==> config.mk <==
export PLATFORM = sky130hd
export DESIGN_NAME = sadc_serial_if
export DESIGN_NICKNAME = d
export VERILOG_FILES = /design/src/rtl/sadc_pkg.sv /design/src/rtl/sadc_edge_det.sv /design/src/rtl/sadc_frame_out.sv /design/src/rtl/sadc_chan_reg.sv /design/src/rtl/sadc_serial_if.sv
export SDC_FILE = /design/constraint.sdc
export NUM_CORES = 1
export LEC_CHECK = 0
export BUFFER_PORTS_ARGS = -buffer_cell sky130_fd_sc_hd__clkbuf_2
export CORE_UTILIZATION = 55
export CTS_CLUSTER_SIZE = 16
export DETAILED_ROUTE_END_ITERATION = 12
export GPL_TIMING_DRIVEN = 0
export HOLD_SLACK_MARGIN = 0.06
export PLACE_DENSITY = 0.76
export RECOVER_POWER = 50
export REMOVE_ABC_BUFFERS = 1
export SLEW_MARGIN = 10
export SYNTH_ARGS = -nofsm -noshare
export SYNTH_HDL_FRONTEND = slang
export SYNTH_SLANG_ARGS = --single-unit
==> constraint.sdc <==
create_clock -name clk -period 3.1 [get_ports clk]
set_input_delay 0.155 -clock clk [delete_from_list [all_inputs] [get_ports clk]]
set_output_delay 0.155 -clock clk [all_outputs]
set_load 0.005 [all_outputs]
==> src/rtl/sadc_pkg.sv <==
package sadc_pkg;
   typedef enum logic [1:0] {
      ST_CONV  = 2'd0,
      ST_READY = 2'd1,
      ST_XFER  = 2'd2
   } sif_state_e;
endpackage

==> src/rtl/sadc_edge_det.sv <==
module sadc_edge_det #(
   parameter logic RST_VAL = 1'b0
) (
   input  logic clk,
   input  logic rst,
   input  logic din,
   output logic rise,
   output logic fall
);
   logic q;

   always_ff @(posedge clk) begin
      if (rst) q <= RST_VAL;
      else     q <= din;
   end

   assign rise = din & ~q;
   assign fall = ~din & q;
endmodule

==> src/rtl/sadc_frame_out.sv <==
module sadc_frame_out #(
   parameter int FRAME_W = 24,
   parameter int RES_W   = FRAME_W - 2,
   parameter int CNT_W   = $clog2(FRAME_W + 1)
) (
   input  logic             clk,
   input  logic             rst,
   input  logic             load,
   input  logic [RES_W-1:0] res,
   input  logic [CNT_W-1:0] idx,
   output logic             bit_o
);
   logic [RES_W-1:0]   res_q;
   logic [FRAME_W-1:0] frame;

   initial begin
      assert (RES_W == FRAME_W - 2)
         else $error("result width must equal frame width minus two");
   end

   always_ff @(posedge clk) begin
      if (rst)       res_q <= '0;
      else if (load) res_q <= res;
   end

   // Frame word: end-of-conversion (low), fixed zero, then sign and magnitude.
   assign frame = {1'b0, 1'b0, res_q};

   always_comb begin
      bit_o = 1'b1;
      for (int i = 0; i < FRAME_W; i++) begin
         if (idx == CNT_W'(i)) bit_o = frame[FRAME_W-1-i];
      end
   end
endmodule

==> src/rtl/sadc_chan_reg.sv <==
module sadc_chan_reg #(
   parameter int CH_W    = 6,
   parameter bit EN_GATE = 1'b1
) (
   input  logic            clk,
   input  logic            rst,
   input  logic            cap_en,
   input  logic            sdi,
   input  logic            commit,
   output logic [CH_W-1:0] chan
);
   logic [CH_W-1:0] cap_q;
   logic            accept;

   always_ff @(posedge clk) begin
      if (rst)         cap_q <= '0;
      else if (cap_en) cap_q <= {cap_q[CH_W-2:0], sdi};
   end

   generate
      if (EN_GATE) begin : g_gate
         assign accept = cap_q[CH_W-1];
      end else begin : g_nogate
         assign accept = 1'b1;
      end
   endgenerate

   always_ff @(posedge clk) begin
      if (rst)                  chan <= '0;
      else if (commit && accept) chan <= cap_q;
   end
endmodule

==> src/rtl/sadc_serial_if.sv <==
module sadc_serial_if
   import sadc_pkg::*;
#(
   parameter int FRAME_W = 24,
   parameter int CMD_W   = 8,
   parameter int CH_W    = 6,
   parameter bit EN_GATE = 1'b1,
   parameter int RES_W   = FRAME_W - 2
) (
   input  logic             clk,
   input  logic             rst,
   input  logic             cs_n,
   input  logic             sck,
   input  logic             sdi,
   input  logic             conv_done,
   input  logic [RES_W-1:0] result,
   output logic             sdo,
   output logic             sdo_oe,
   output logic             conv_start,
   output logic [CH_W-1:0]  chan
);
   localparam int CNT_W = $clog2(FRAME_W + 1);
   localparam logic [CNT_W-1:0] CMD_CNT  = CNT_W'(CMD_W);
   localparam logic [CNT_W-1:0] CH_CNT   = CNT_W'(CH_W);
   localparam logic [CNT_W-1:0] LAST_CNT = CNT_W'(FRAME_W - 1);

   initial begin
      assert (CH_W >= 2 && CH_W <= CMD_W)
         else $error("channel field must fit the command byte");
      assert (CMD_W <= FRAME_W)
         else $error("command byte longer than the frame");
   end

   sif_state_e       state_q;
   logic [CNT_W-1:0] fcnt_q, rcnt_q;
   logic             sck_rise, sck_fall, cs_rise, cs_fall;
   logic             frame_go, in_xfer, last_fall, cap_en, commit, load;
   logic             frame_bit;

   sadc_edge_det #(.RST_VAL(1'b0)) u_sck_edge (
      .clk(clk), .rst(rst), .din(sck), .rise(sck_rise), .fall(sck_fall));

   sadc_edge_det #(.RST_VAL(1'b1)) u_cs_edge (
      .clk(clk), .rst(rst), .din(cs_n), .rise(cs_rise), .fall(cs_fall));

   assign in_xfer   = (state_q == ST_XFER);
   assign frame_go  = (state_q == ST_READY) && !cs_n && sck_rise;
   assign last_fall = in_xfer && !cs_rise && sck_fall && (fcnt_q == LAST_CNT);
   assign cap_en    = frame_go ||
                      (in_xfer && !cs_rise && sck_rise && (rcnt_q < CH_CNT));
   assign commit    = in_xfer && ((cs_rise && fcnt_q >= CMD_CNT) || last_fall);
   assign load      = (state_q == ST_CONV) && conv_done;

   always_ff @(posedge clk) begin
      if (rst) begin
         state_q    <= ST_CONV;
         fcnt_q     <= '0;
         rcnt_q     <= '0;
         conv_start <= 1'b0;
      end else begin
         conv_start <= 1'b0;
         unique case (state_q)
            ST_CONV: begin
               fcnt_q <= '0;
               rcnt_q <= '0;
               if (conv_done) state_q <= ST_READY;
            end
            ST_READY: begin
               if (frame_go) begin
                  state_q <= ST_XFER;
                  rcnt_q  <= CNT_W'(1);
               end
            end
            ST_XFER: begin
               if (cs_rise) begin
                  state_q    <= ST_CONV;
                  conv_start <= 1'b1;
               end else if (sck_fall) begin
                  fcnt_q <= fcnt_q + 1'b1;
                  if (last_fall) begin
                     state_q    <= ST_CONV;
                     conv_start <= 1'b1;
                  end
               end else if (sck_rise && rcnt_q < CMD_CNT) begin
                  rcnt_q <= rcnt_q + 1'b1;
               end
            end
            default: state_q <= ST_CONV;
         endcase
      end
   end

   sadc_frame_out #(.FRAME_W(FRAME_W), .RES_W(RES_W), .CNT_W(CNT_W)) u_frame (
      .clk(clk), .rst(rst), .load(load), .res(result), .idx(fcnt_q),
      .bit_o(frame_bit));

   sadc_chan_reg #(.CH_W(CH_W), .EN_GATE(EN_GATE)) u_chan (
      .clk(clk), .rst(rst), .cap_en(cap_en), .sdi(sdi), .commit(commit),
      .chan(chan));

   assign sdo    = (state_q == ST_CONV) ? 1'b1 : frame_bit;
   assign sdo_oe = ~cs_n;

   // Strobe lasts one cycle.
   assert_start_pulse_R6: assert property (@(posedge clk) disable iff (rst)
      conv_start |=> !conv_start);

   // Early select release in a frame starts a conversion next cycle.
   assert_abort_start_R7: assert property (@(posedge clk) disable iff (rst)
      (in_xfer && cs_rise) |=> (conv_start && state_q == ST_CONV));

   // Channel changes only with a strobe after a full command byte.
   assert_chan_commit_R10: assert property (@(posedge clk) disable iff (rst)
      !$stable(chan) |-> (conv_start && fcnt_q >= CMD_CNT));

   // Ready state presents the low end-of-conversion bit.
   assert_eoc_low_R4: assert property (@(posedge clk) disable iff (rst)
      (state_q == ST_READY) |-> !sdo);

   // A select fall never lands inside a frame; output is driven after it.
   assert_oe_on_select_R2: assert property (@(posedge clk) disable iff (rst)
      cs_fall |-> (sdo_oe && !in_xfer));
endmodule

==> impl_metrics.yaml <==
sta:
  fin_crit_sh_pct: 88.7
  fmax_ghz: 0.364
  finalHoldViolations: 0
  setup_violations: 0
  rsz0062_at_grt: "false"
  fin_skew_ns: 0.0127
  drv_slew: 50
  max_slew_margin_pct: -35.0
  worst_pin_slew_ns: 2.03
  period_needed_ns: 2.75
  hold_ws_ns: 0.0705
  fin_setup_tns_ns: 0
cts:
  clk_latency_ns: 0.30
  cts_root_buffer: "clkbuf_8"
  cts_setup_buffers: 0
  post_cts_resized: 0
  cts.sinks: 49
  cts_tree: "yes"
  clockBufferDepth: 2
  h-tree-depth: 2
  numCtsBuffers: 5
  hold_buffers: 0
  cts.clk_slew.worst_paths_ns: 0.09
min_path:
  min_path_type: "input pin to flip-flop"
  whs_path_depth: 3
  hold_start: "result[4]"
  min_to: "u_frame.res_q[4]"
power:
  power_density_nw_per_um2: 580
  power_leakage_nw: 1.07
  peakVddDrop_mv: 0.364
global_routing:
  grt_pass1_wl_um: 7700
  grt_usage_pct: 22.0
  grt_pass1_vias: 1799
  grt_max_degree: 50
  overflow: 0
  antenna_found_initial: 0
finish:
  multi_input_area_sq_um: 1240
  finalNonFillerCells: 369
  regArea_sq_um: 981
  nets: 356
  drive_gt1_share_pct: 13.2
  antenna_cells: 0
  fin_util_pct: 64.3
  area_growth_pct: 11.1
  nFillCells: 355
  postLayoutCellArea_sq_um: 2610
setup_path:
  cpPeakStageDelay_ns: 0.51
  worst_ep_required_time_ns: 2.94
  start_kind: "flip-flop"
  r2r.worst_path.cells: 6
  critPathTopFamily: "compound AO/OA/AOI/OAI gates"
  r2r_end: "u_chan.chan[0]"
  arrival_ns: 2.59
  timing.rr.start: "fcnt_q[1]"
  crit_chain: "ha_1 > a221oi_1 > a21o_1 > o31ai_1 > a2111oi_0 > a211oi_1 > clkbuf_2"
  cp_slowest_cell: "a2111oi_0"
  cp_max_fo: 17
  regToRegSetupSlack_ns: 0.59
  end_kind: "output port"
  path_buf_inv: 1
  critPathKind: "flip-flop to output port"
synth:
  synth-main-ff-cell: "dfxtp_1"
  yosysTopAreaCellShare_pct: 41.8
  synthArstFlopShare_pct: 0
  synth.most_common_cell: "nand2_1"
  synthCells: 292
  synth_top_area_cell: "dfxtp_1"
  seq_area_frac_synth_pct: 41.8
  ys_top_cells_by_count: "58 x nand2_1, 49 x dfxtp_1, 32 x a21oi_1, 26 x nor2_1"
  synth_edf_count: 0
  synth_cell_type_count: 46
  ys_seq_elements: 49
  synth_warnings: 0
  syn-cell-area_sq_um: 2350
  synth_area_leaders: "dfxtp_1 42%, nand2_1 9.3%, a21oi_1 6.8%"
  syn_area_per_cell_sq_um: 8.04
status:
  status: "complete, but fails checks"
  violations: "capacitance limit, slew limit"
drt:
  vias_per_cell: 5.48
  post_drt_wl_per_cell_um: 12.5
  via_count: 2023
  dr.pass1.iters: 4
  antenna_left: 0
  drt-initial-drc-count: 158
  drc: 0
  routed_wl_um: 4620
flow_run:
  maxCapViolCount: 1
floorplan:
  io_pins: 37
  coreArea_sq_um: 4060
  die-height_um: 67.3
  row_count: 23
  die_w_um: 67.3
  dieArea_sq_um: 4540
  initial_core_util_pct: 57.9
place:
  dp_hpwl_um: 3240
  dp_cells: 361
  gp_congestion: 0.909
  place_area_sq_um: 2520
  portBuffers: 36
==> state kept, by name, summed over array words and instances, names as in the netlist <==
signal	count
fcnt_q	5
u_sck_edge.q	1
u_chan.chan	6
u_chan.cap_q	6
u_cs_edge.q	1
state_q	2
rcnt_q	5
u_frame.res_q	22
conv_start	1
==> metal layers <==
metal | share of wire (%) | global-route usage (%) | vias to the layer above
li1 | - | - | 1056
met2 | 46 | 34.5 | 36
met4 | 0.78 | 5.32 | 0
met1 | 50 | 30.3 | 927
met5 | 0 | 0 | -
met3 | 3.3 | 5.07 | 4
==> layout make-up <==
type                            count  share of cell area [%]
Timing Repair Buffer               36                    6.67
Sequential cell                    49                    37.6
Inverter                           14                    2.01
Clock inverter                      2                   0.528
Multi-Input combinational cell    212                    47.6
Tap cell                           50                    2.40
Clock buffer                        6                    3.17
==> tightest hold or removal path, stage by stage <==
cell and delay (ns):
clkbuf_2 0.08, nand2_1 0.05, a21oi_1 0.05
==> worst max path at each step <==
stage | startpoint | endpoint | slack (ns) | cells past startpoint
after floorplan | fcnt_q[0] | u_chan.chan[0] | 1.15 | 6
after global placement | fcnt_q[0] | u_chan.chan[2] | 0.71 | 6
after detailed placement | fcnt_q[0] | u_chan.chan[0] | 0.69 | 6
after CTS | fcnt_q[0] | sdo | 0.36 | 7
after global routing | fcnt_q[0] | sdo | 0.22 | 7
final | fcnt_q[1] | sdo | 0.35 | 7
==> logic make-up after synthesis <==
kind of cell,count (synthesis),synth area share (%)
compound gates,65,17.4
xor+xnor,2,0.746
fa+ha+maj,10,5.33
buf+inv,31,5.33
flops,49,41.8
mux,14,5.97
simple gates,121,23.5
==> stage by stage <==
step	power, W	setup WS [ns]
floorplan	0.00102	1.15
global placement	0.00112	0.713
detailed placement	0.00114	0.686
CTS	0.00152	0.355
global route	0.00161	0.215
finish	0.00151	0.350
==> where the power goes <==
group | leakage [nW] | internal [W] | switching [W] | total, W
registers | 0.399 | 0.000696 | 0.0000410 | 0.000737
logic | 0.621 | 0.000141 | 0.000247 | 0.000388
clock network | 0.0512 | 0.000181 | 0.000207 | 0.000388
total | 1.07 | 0.00102 | 0.000495 | 0.00151
==> layout by cell type (no fill, tap or decap), types with 2 or more instances in the layout <==
cell / synthesis / final
a211oi_1: 7 / 7
a21o_1: 2 / 2
a21oi_1: 32 / 32
a221oi_1: 2 / 2
a31oi_1: 3 / 3
and2_0: 1 / 2
clkbuf_1: 10 / 5
clkbuf_2: 0 / 31
clkbuf_8: 0 / 6
dfxtp_1: 49 / 49
ha_1: 10 / 10
inv_1: 14 / 14
mux2i_1: 14 / 14
nand2_1: 58 / 58
nand2b_1: 7 / 7
nand3_1: 6 / 6
nand4b_1: 2 / 2
nor2_1: 26 / 26
nor2b_1: 3 / 3
nor3_1: 7 / 7
o21ai_0: 4 / 4
o221ai_1: 2 / 2
o31ai_1: 3 / 3
(Power assumes the default switching activity.)
